==> src/rtl/pwt_pkg.sv <==
package pwt_pkg;

  typedef enum logic [2:0] {
    ST_IDLE,
    ST_HOLD,
    ST_LOADWB,
    ST_HOSTA,
    ST_XFER,
    ST_STOPW,
    ST_TURN,
    ST_IGN
  } pwt_state_e;

  localparam int CMD_W = 2;

  // Data-path command codes
  localparam logic [CMD_W-1:0] DP_NOP    = 2'd0;
  localparam logic [CMD_W-1:0] DP_HOLD   = 2'd1;
  localparam logic [CMD_W-1:0] DP_LOADWB = 2'd2;

  // Host-side command codes
  localparam logic [CMD_W-1:0] HC_NOP    = 2'd0;
  localparam logic [CMD_W-1:0] HC_DRVADR = 2'd1;

endpackage

==> src/rtl/pwt_buf_mem.sv <==
// Posted-write storage: both buffers in one array, synchronous write and
// registered read so that the array maps onto block RAM.
module pwt_buf_mem #(
  parameter int W  = 32,
  parameter int AB = 3
) (
  input  logic          clk,
  input  logic          we,
  input  logic [AB-1:0] wa,
  input  logic [W-1:0]  wd,
  input  logic [AB-1:0] ra,
  output logic [W-1:0]  rd
);

  localparam int ENTRIES = 2 ** AB;

  logic [W-1:0] mem [ENTRIES];

  always_ff @(posedge clk) begin
    if (we) begin
      mem[wa] <= wd;
    end
    rd <= mem[ra];
  end

endmodule

==> src/rtl/pwt_buf_ctl.sv <==
// Ping-pong ownership, fill counting and hand-over to the drain side.
module pwt_buf_ctl #(
  parameter  int W     = 32,
  parameter  int DEPTH = 4,
  localparam int CW    = $clog2(DEPTH + 1),
  localparam int IW    = $clog2(DEPTH)
) (
  input  logic          clk,
  input  logic          rst,
  input  logic          wr_i,
  input  logic          fin_i,
  input  logic          addr_cap_i,
  input  logic [W-1:0]  addr_i,
  input  logic          drain_ack_i,
  output logic          last_slot_o,
  output logic          free_n_o,
  output logic [IW:0]   wr_addr_o,
  output logic          drain_valid_o,
  output logic          drain_sel_o,
  output logic [CW-1:0] drain_cnt_o,
  output logic [W-1:0]  drain_addr_o
);

  localparam int NBUF = 2;

  logic          wsel_q, head_q, wsel_n;
  logic [CW-1:0] cnt_q, cnt_new;
  logic [W-1:0]  taddr_q;
  logic [NBUF-1:0] busy_q, busy_n;
  logic [CW-1:0] bcnt_q  [NBUF];
  logic [W-1:0]  baddr_q [NBUF];
  logic          hand, ack;

  assign cnt_new = cnt_q + CW'(wr_i);
  // Hand over on the fill of the last slot, or at burst end if anything is held
  assign hand    = (wr_i && cnt_q == CW'(DEPTH - 1)) || (fin_i && cnt_new != '0);
  assign ack     = drain_ack_i && busy_q[head_q];
  assign wsel_n  = wsel_q ^ hand;

  always_comb begin
    busy_n = busy_q;
    if (ack)  busy_n[head_q] = 1'b0;
    if (hand) busy_n[wsel_q] = 1'b1;
  end

  always_ff @(posedge clk) begin
    if (rst) begin
      wsel_q  <= 1'b0;
      head_q  <= 1'b0;
      cnt_q   <= '0;
      busy_q  <= '0;
      taddr_q <= '0;
    end else begin
      wsel_q <= wsel_n;
      head_q <= head_q ^ ack;
      busy_q <= busy_n;
      cnt_q  <= hand ? '0 : cnt_new;
      if (addr_cap_i) taddr_q <= addr_i;
    end
  end

  for (genvar g = 0; g < NBUF; g++) begin : g_buf
    always_ff @(posedge clk) begin
      if (rst) begin
        bcnt_q[g]  <= '0;
        baddr_q[g] <= '0;
      end else if (hand && wsel_q == 1'(g)) begin
        bcnt_q[g]  <= cnt_new;
        baddr_q[g] <= taddr_q;
      end
    end
  end

  assign last_slot_o   = (cnt_q == CW'(DEPTH - 1));
  assign free_n_o      = !busy_n[wsel_n];
  assign wr_addr_o     = {wsel_q, cnt_q[IW-1:0]};
  assign drain_valid_o = busy_q[head_q];
  assign drain_sel_o   = head_q;
  assign drain_cnt_o   = bcnt_q[head_q];
  assign drain_addr_o  = baddr_q[head_q];

endmodule

==> src/rtl/pwt_bus_fsm.sv <==
// Target bus sequencer: command series, snoop pulse and DEVSEL/TRDY/STOP.
module pwt_bus_fsm
  import pwt_pkg::*;
(
  input  logic             clk,
  input  logic             rst,
  input  logic             frame_i,
  input  logic             irdy_i,
  input  logic             memsel_i,
  input  logic             last_slot_i,
  input  logic             free_n_i,
  output logic             devsel_o,
  output logic             trdy_o,
  output logic             stop_o,
  output logic [CMD_W-1:0] dp_cmd_o,
  output logic [CMD_W-1:0] host_cmd_o,
  output logic             snoop_o,
  output logic             snoop_inv_o,
  output logic             l2_snoop_o,
  output logic             wr_o,
  output logic             fin_o,
  output logic             addr_cap_o
);

  pwt_state_e st_q, st_n;

  assign wr_o       = (st_q == ST_XFER) && irdy_i && trdy_o;
  assign fin_o      = (st_q == ST_XFER) && !frame_i && (!irdy_i || trdy_o);
  assign addr_cap_o = (st_q == ST_IDLE) && frame_i;

  always_comb begin
    st_n = st_q;
    unique case (st_q)
      ST_IDLE:   if (frame_i) st_n = ST_HOLD;
      ST_HOLD:   st_n = memsel_i ? ST_LOADWB : ST_IGN;
      ST_LOADWB: st_n = ST_HOSTA;
      ST_HOSTA:  st_n = ST_XFER;
      ST_XFER: begin
        if (fin_o)                     st_n = ST_IDLE;
        else if (wr_o && last_slot_i)  st_n = ST_STOPW;
      end
      ST_STOPW:  if (!frame_i) st_n = ST_TURN;
      ST_TURN:   st_n = ST_IDLE;
      ST_IGN:    if (!frame_i) st_n = ST_IDLE;
      default:   st_n = ST_IDLE;
    endcase
  end

  always_ff @(posedge clk) begin
    if (rst) begin
      st_q        <= ST_IDLE;
      devsel_o    <= 1'b0;
      trdy_o      <= 1'b0;
      stop_o      <= 1'b0;
      dp_cmd_o    <= DP_NOP;
      host_cmd_o  <= HC_NOP;
      snoop_o     <= 1'b0;
      snoop_inv_o <= 1'b0;
      l2_snoop_o  <= 1'b0;
    end else begin
      st_q        <= st_n;
      devsel_o    <= st_n inside {ST_LOADWB, ST_HOSTA, ST_XFER, ST_STOPW, ST_TURN};
      trdy_o      <= (st_n == ST_XFER) && free_n_i;
      stop_o      <= st_n inside {ST_STOPW, ST_TURN};
      dp_cmd_o    <= (st_n == ST_HOLD)   ? DP_HOLD :
                     (st_n == ST_LOADWB) ? DP_LOADWB : DP_NOP;
      host_cmd_o  <= (st_n == ST_HOSTA) ? HC_DRVADR : HC_NOP;
      snoop_o     <= (st_n == ST_HOSTA);
      snoop_inv_o <= (st_n == ST_HOSTA);
      l2_snoop_o  <= (st_n == ST_HOSTA);
    end
  end

endmodule

==> src/rtl/pci_pw_target.sv <==
module pci_pw_target
  import pwt_pkg::*;
#(
  parameter  int W     = 32,
  parameter  int DEPTH = 4,
  localparam int CW    = $clog2(DEPTH + 1),
  localparam int IW    = $clog2(DEPTH)
) (
  input  logic             clk,
  input  logic             rst,
  input  logic             frame_i,
  input  logic             irdy_i,
  input  logic             memsel_i,
  input  logic [W-1:0]     ad_i,
  output logic             devsel_o,
  output logic             trdy_o,
  output logic             stop_o,
  output logic [CMD_W-1:0] dp_cmd_o,
  output logic [CMD_W-1:0] host_cmd_o,
  output logic             snoop_o,
  output logic             snoop_inv_o,
  output logic             l2_snoop_o,
  output logic             drain_valid_o,
  output logic             drain_sel_o,
  output logic [CW-1:0]    drain_cnt_o,
  output logic [W-1:0]     drain_addr_o,
  input  logic [IW-1:0]    drain_idx_i,
  output logic [W-1:0]     drain_data_o,
  input  logic             drain_ack_i
);

  logic          wr, fin, addr_cap, last_slot, free_n;
  logic [IW:0]   wr_addr;

  pwt_bus_fsm u_fsm (
    .clk         (clk),
    .rst         (rst),
    .frame_i     (frame_i),
    .irdy_i      (irdy_i),
    .memsel_i    (memsel_i),
    .last_slot_i (last_slot),
    .free_n_i    (free_n),
    .devsel_o    (devsel_o),
    .trdy_o      (trdy_o),
    .stop_o      (stop_o),
    .dp_cmd_o    (dp_cmd_o),
    .host_cmd_o  (host_cmd_o),
    .snoop_o     (snoop_o),
    .snoop_inv_o (snoop_inv_o),
    .l2_snoop_o  (l2_snoop_o),
    .wr_o        (wr),
    .fin_o       (fin),
    .addr_cap_o  (addr_cap)
  );

  pwt_buf_ctl #(.W(W), .DEPTH(DEPTH)) u_ctl (
    .clk           (clk),
    .rst           (rst),
    .wr_i          (wr),
    .fin_i         (fin),
    .addr_cap_i    (addr_cap),
    .addr_i        (ad_i),
    .drain_ack_i   (drain_ack_i),
    .last_slot_o   (last_slot),
    .free_n_o      (free_n),
    .wr_addr_o     (wr_addr),
    .drain_valid_o (drain_valid_o),
    .drain_sel_o   (drain_sel_o),
    .drain_cnt_o   (drain_cnt_o),
    .drain_addr_o  (drain_addr_o)
  );

  pwt_buf_mem #(.W(W), .AB(IW + 1)) u_mem (
    .clk (clk),
    .we  (wr),
    .wa  (wr_addr),
    .wd  (ad_i),
    .ra  ({drain_sel_o, drain_idx_i}),
    .rd  (drain_data_o)
  );

endmodule

==> config.mk <==
export PLATFORM = sky130hd
export DESIGN_NAME = pci_pw_target
export DESIGN_NICKNAME = d
export VERILOG_FILES = /design/src/rtl/pwt_pkg.sv /design/src/rtl/pwt_buf_mem.sv /design/src/rtl/pwt_buf_ctl.sv /design/src/rtl/pwt_bus_fsm.sv /design/src/rtl/pci_pw_target.sv
export SDC_FILE = /design/constraint.sdc
export NUM_CORES = 1
export LEC_CHECK = 0
export ABC_AREA = 1
export BUFFER_PORTS_ARGS = -buffer_cell sky130_fd_sc_hd__buf_2
export CELL_PAD_IN_SITES_DETAIL_PLACEMENT = 2
export CELL_PAD_IN_SITES_GLOBAL_PLACEMENT = 2
export CORE_MARGIN = 2
export CORE_UTILIZATION = 41
export DETAILED_ROUTE_END_ITERATION = 10
export GPL_TIMING_DRIVEN = 0
export PLACE_DENSITY = 0.87
export SLEW_MARGIN = 0
export SYNTH_ARGS = -nofsm -noshare
export SYNTH_HDL_FRONTEND = slang
export SYNTH_SLANG_ARGS = --single-unit
==> constraint.sdc <==
create_clock -name clk -period 3.8 [get_ports clk]
set_input_delay 0.57 -clock clk [delete_from_list [all_inputs] [get_ports clk]]
set_output_delay 0.57 -clock clk [all_outputs]
set_load 0.01 [all_outputs]
==> summary.md, run 1 <==
| Metric | Value |
|---|---|
| Status | `complete, no violations` |
| DRC violations left | `0` |
| Rel. slew slack | `0.278` |
| Crit path depth | `7` |
| Inserted Clock Buffers | `44` |
| Worst setup EP type | `primary output` |
| Most common cell in the netlist | `edfxtp_1` |
| Die Y | `199 um` |
| Starting Density | `0.415` |
| Most instantiated cells after synthesis | `edfxtp_1 (326), nor2_1 (283), nand2_1 (237)` |
| Total setup buffers inserted after CTS | `0` |
| Path depth of the worst reg2reg path | `12` |
| Drt first pass iters | `5` |
| Gr ovfl total | `0` |
| First-pass GRT wire length | `89000 um` |
| Clock-pin transition on the worst setup and hold timing paths | `0.06 ns` |
| Clock H-tree levels | `2` |
| Critical path cell sequence | `buf_2 > clkinv_1 > buf_2 > buf_2 > nand2_1 > nand2_1 > buf_2` |
| Post-synthesis async set-or-reset flop share | `0` |
| Max FO, Critical Path | `10` |
| Crit path buffers/inverters | `5` |
| Final core utilization | `0.494` |
| Yosys reg bits | `406` |
| Routed vias/inst | `5.74` |
| Final min period | `3.17 ns` |
| Die ar. | `39500 sq um` |
| I/O pin count | `119` |
| Antenna viol nets, final | `0` |
| TritonCTS clock tree | `done` |
| Maxcap violations | `0` |
| GRT Util Overall | `0.316` |
| RSZ-0062 raised after global routing | `false` |
| Cell count after synthesis | `1302` |
| Via count | `11639` |
| Vias in the first global route | `12891` |
| DP Cell Count | `1945` |
| Synthesized area | `15500 sq um` |
| Area growth from synthesis to layout | `19.1%` |
| Nets | `1524` |
| Initial antenna violation count | `2` |
| Leak pwr | `6.89 nW` |
| Final period util | `0.835` |
| Number of flops mapped to enable cells by yosys | `326` |
| Crit Path Class | `reg -> out` |
| Worst hold-check path type | `in -> reg` |
| Worst-Margin Slew | `1.08 ns` |
| IO buf count | `115` |
| Final setup margin | `0.628 ns` |
| Slowest-stage cell, CP | `clkinv_1` |
| Area leader, netlist | `edfxtp_1` |
| Cts-stage hold buffer count | `0` |
| Clock Path Buffers | `3` |
| Yosys top cell area share | `0.630` |
| Ys Warns | `0` |
| Max VDD drop | `0.316 mV` |
| Routability Congestion | `0.802` |
| Post_cts resized | `0` |
| Place WS | `0.589 ns` |
| Most frequent CP cell | `buf_2` |
| Pwr Density | `587 nW/um^2` |
| Area contributors post-synth | `edfxtp_1 (63%), dfxtp_1 (10%), nor2_1 (6.8%)` |
| Non-Filler Instances | `2027` |
| Die X-Extent | `199 um` |
| Register area share after synthesis | `0.733` |
| Crit path max-delay family | `buffers and inverters` |
| Final Cell Area | `18500 sq um` |
| Wirelength per Cell | `30.4 um` |
| DR iter-0 viols | `1016` |
| Hold slack | `0.337 ns` |
| Fillers | `3740` |
| Clock sinks | `406` |
| CP arrival | `2.60 ns` |
| Post-synthesis cell type count | `29` |
| Syn nets | `1346` |
| Dpl cell area | `17100 sq um` |
| Final wirelength | `61600 um` |
| Final Max Tran Viols | `0` |
| Site Rows | `71` |
| DP Wirelength | `37800 um` |
| Startpoint types | `flop` |
| Root Driver | `clkbuf_16` |
| Area of the core | `37500 sq um` |
| Fmax | `315 MHz` |
| Syn_area_per_cell | `11.9 sq um` |
| Top_reg_cell synth | `edfxtp_1` |
| WHS Path Cells | `1` |
| Total power | `10.9 mW` |
| Worst Path Required | `3.23 ns` |
| Setup TNS Final | `0 ns` |
| Worst skew pair latency | `0.57 ns` |
| Final hold viol count | `0` |
| Final setup fails | `0` |
| Clk_skew | `0.0224 ns` |
| Crit path largest cell delay | `0.44 ns` |
| Largest net degree at the start of global routing | `36` |
| Share of layout cells above drive strength 1 | `0.181` |
==> cells in the final DEF (no fill, tap or decap), types with 7 or more instances in the layout <==
| cell type | instances |
|---|---|
| buf_4 | 7 |
| nand2_1 | 237 |
| nor2_1 | 279 |
| o21ai_1 | 10 |
| o21ai_0 | 87 |
| buf_2 | 139 |
| buf_6 | 26 |
| clkbuf_16 | 45 |
| clkinv_2 | 9 |
| clkbuf_1 | 40 |
| clkinv_1 | 10 |
| dfxtp_1 | 80 |
| nand3_1 | 9 |
| inv_1 | 50 |
| edfxtp_1 | 326 |
| a21oi_1 | 36 |
| o32ai_1 | 64 |
==> path summary, 6_finish.rpt <==
check | start | end | slack (ns)
hold / removal | ad_i[23] | u_mem.mem[6][23]$_DFFE_PP_ | 0.34
setup reg to reg | u_fsm.st_q[1]$_SDFF_PP0_ | u_ctl.baddr_q[0][17]$_SDFFCE_PN0P_ | 0.70
setup / recovery | u_ctl.drain_sel_o$_SDFF_PP0_ | drain_addr_o[25] | 0.63
hold reg to reg | u_ctl.taddr_q[17]$_SDFFE_PP0P_ | u_ctl.taddr_q[17]$_SDFFE_PP0P_ | 0.52
==> metal layers <==
layer  vias to the layer above  global-route usage  part of all wire
li1                       4876                   -                 -
met1                      6027               0.373              0.38
met2                       557               0.563              0.52
met3                       179              0.0524             0.058
met4                         0               0.145             0.046
met5                         -                   0                 0
==> layout make-up <==
cell class,count,area (sq um),share of cell area
Sequential cell,406,11400,0.615
Multi-Input combinational cell,755,3490,0.189
Clock buffer,60,1240,0.0671
Timing Repair Buffer,132,836,0.0451
Tap cell,511,639,0.0345
Buffer,81,480,0.0260
Inverter,60,226,0.0122
Clock inverter,20,199,0.0107
Antenna cell,2,5.00,0.000270
==> cells by family (layout without fill, tap and decap cells) <==
family | after synthesis | in the layout | share of synthesized area
buffers and inverters | 141 | 353 | 0.0455
flip-flops | 406 | 406 | 0.733
AO/OA/AOI/OAI | 198 | 198 | 0.0795
AND/OR/NAND/NOR | 552 | 552 | 0.139
other | 1 | 3 | 0.000241
adder cells (fa/ha/maj) | 4 | 4 | 0.00322
==> flip-flops by register name, indices dropped and copies added, names as in the netlist <==
name,flops
u_ctl.bcnt_q,6
u_fsm.st_q,3
u_ctl.cnt_q,3
u_fsm.trdy_o,1
u_fsm.devsel_o,1
u_ctl.drain_sel_o,1
u_fsm.dp_cmd_o,2
u_fsm.stop_o,1
u_ctl.busy_q,2
u_mem.rd,32
u_ctl.taddr_q,32
u_ctl.wsel_q,1
u_fsm.snoop_o,1
u_ctl.baddr_q,64
u_mem.mem,256
==> power by group <==
| group | switching [mW] | internal, mW | total (mW) |
|---|---|---|---|
| sequential | 0.111 | 5.00 | 5.11 |
| clock | 1.90 | 2.56 | 4.46 |
| combinational | 0.933 | 0.354 | 1.29 |
| total | 2.94 | 7.92 | 10.9 |
(Power assumes the default switching activity.)
==> run 2: changes to the inputs <==
==> constraint.sdc (replaced) <==
create_clock -name clk -period 3.1 [get_ports clk]
set_input_delay 0.465 -clock clk [delete_from_list [all_inputs] [get_ports clk]]
set_output_delay 0.465 -clock clk [all_outputs]
set_load 0.01 [all_outputs]
==> summary.md, run 2 (synthesis results as in run 1) <==
| Metric | Value |
|---|---|
| Commonest non-fill, non-tap cells in the layout | `edfxtp_1 (326), nor2_1 (279), nand2_1 (236)` |
| Nets | `1524` |
| Final setup margin | `0.0171 ns` |
| Top flop regs | `u_mem.mem: 256 flops, u_ctl.baddr_q: 64 flops` |
| WHS Path Cells | `1` |
| Place WS | `-0.00640 ns` |
| DR iter-0 viols | `970` |
| Path depth of the worst reg2reg path | `14` |
| Largest net degree at the start of global routing | `36` |
| Rel. slew slack | `0.291` |
| Final min period | `3.08 ns` |
| Via count | `11596` |
| Wirelength per Cell | `30.4 um` |
| Final Cell Area | `18500 sq um` |
| Site Rows | `71` |
| DP Cell Count | `1945` |
| Reg with most FFs | `u_mem.mem` |
| R2r setup slk | `0.02 ns` |
| Starting Density | `0.415` |
| TritonCTS clock tree | `done` |
| Clock sinks | `406` |
| Final period util | `0.994` |
| Dpl cell area | `17100 sq um` |
| Status | `complete, no violations` |
| Vias in the first global route | `12892` |
| Area growth from synthesis to layout | `19.2%` |
| Fmax | `324 MHz` |
| Worst-Margin Slew | `1.06 ns` |
| Worst setup EP type | `flop` |
| Gr ovfl total | `0` |
| Inserted Clock Buffers | `44` |
| Maxcap violations | `0` |
| Clock H-tree levels | `2` |
| First-pass GRT wire length | `89000 um` |
| Share of layout cells above drive strength 1 | `0.184` |
| Total setup buffers inserted after CTS | `0` |
| Clock Path Buffers | `3` |
| Cts-stage hold buffer count | `0` |
| Non-Filler Instances | `2028` |
| Drt first pass iters | `5` |
| Area of the core | `37500 sq um` |
| I/O pin count | `119` |
| Worst skew pair latency | `0.57 ns` |
| Max FO, Critical Path | `10` |
| Clock-pin transition on the worst setup and hold timing paths | `0.06 ns` |
| Setup TNS Final | `0 ns` |
| Final setup fails | `0` |
| Largest register FFs | `256` |
| Leak pwr | `6.90 nW` |
| IO buf count | `115` |
| Worst hold-check path type | `in -> reg` |
| Final hold viol count | `0` |
| GRT Util Overall | `0.316` |
| DP Wirelength | `37800 um` |
| Crit Path Class | `reg -> reg` |
| Die X-Extent | `199 um` |
| CP arrival | `3.38 ns` |
| Antenna viol nets, final | `0` |
| RSZ-0062 raised after global routing | `true` |
| Final wirelength | `61700 um` |
| Initial antenna violation count | `2` |
| DRC violations left | `0` |
| Max VDD drop | `0.387 mV` |
| Pwr Density | `719 nW/um^2` |
| Clk_skew | `0.0259 ns` |
| Routed vias/inst | `5.72` |
| Total power | `13.3 mW` |
| Root Driver | `clkbuf_16` |
| Die Y | `199 um` |
| Final Max Tran Viols | `0` |
| Die ar. | `39500 sq um` |
| Routability Congestion | `0.802` |
| Worst Path Required | `3.40 ns` |
| Most common cell after layout, fill and taps aside | `edfxtp_1` |
| Startpoint types | `flop` |
-- run 2: cell types whose count changed in the layout (fill, tap and decap cells not counted), sizes merged --
| cell | delta |
|---|---|
| buf | -2 |
| clkbuf | +2 |
| clkinv | -1 |
| clkinvlp | +1 |
| diode | +1 |
-- run 2: layout make-up --
| class | instances | area, sq um |
|---|---|---|
| multi-input cells | 755 | 3500 |
| flip-flops and latches | 406 | 11400 |
| diodes | 3 | 7.51 |
| well taps | 511 | 639 |
| fillers | 3740 | 19000 |
| inverters | 60 | 230 |
| plain buffers | 81 | 483 |
| repair buffers | 132 | 836 |
| clock buffers | 60 | 1240 |
| clock inverters | 20 | 199 |
-- run 2: report_power, final --
| group | switching, mW | internal [mW] |
|---|---|---|
| logic | 1.15 | 0.435 |
| registers | 0.137 | 6.13 |
| clock network | 2.34 | 3.14 |
-- run 2: what timing repair did --
| action | in CTS | in global routing |
|---|---|---|
| resized for setup | 2 | 3 |
| setup endpoints to repair | 41 | 76 |
| hold endpoints to repair | 0 | 0 |
-- run 2: per-layer routing --
metal	track usage	part of all wire
met2	0.564	0.52
met3	0.0524	0.056
met4	0.145	0.045
met5	0	0
met1	0.373	0.38
-- run 2: final timing paths --
check	from	to
max reg2reg	u_fsm.st_q[1]$_SDFF_PP0_	u_ctl.baddr_q[1][14]$_SDFFCE_PN0P_
min	ad_i[23]	u_mem.mem[0][23]$_DFFE_PP_
max	u_fsm.st_q[1]$_SDFF_PP0_	u_ctl.baddr_q[1][14]$_SDFFCE_PN0P_
min reg2reg	u_ctl.taddr_q[17]$_SDFFE_PP0P_	u_ctl.taddr_q[17]$_SDFFE_PP0P_
-- run 2: critical path: stages (launching register included) --
cell and delay, ns:
dfxtp_1 0.31, buf_6 0.14, nor2_2 0.11, nand2_2 0.08
nor2_1 0.26, ha_1 0.22, ha_1 0.26, nor2_1 0.12
nand3_1 0.10, nand2_1 0.11, nand2_2 0.08, ha_1 0.20
nand2_1 0.36, buf_2 0.35, nor2_1 0.11
-- run 2: per-stage QoR --
| step | utilization | hold WS, ns |
|---|---|---|
| global placement | 0.447 | 0.468 |
| floorplan | - | 0.450 |
| global route | 0.494 | 0.223 |
| detailed placement | 0.455 | 0.484 |
| finish | 0.494 | 0.232 |
| CTS | 0.494 | 0.206 |
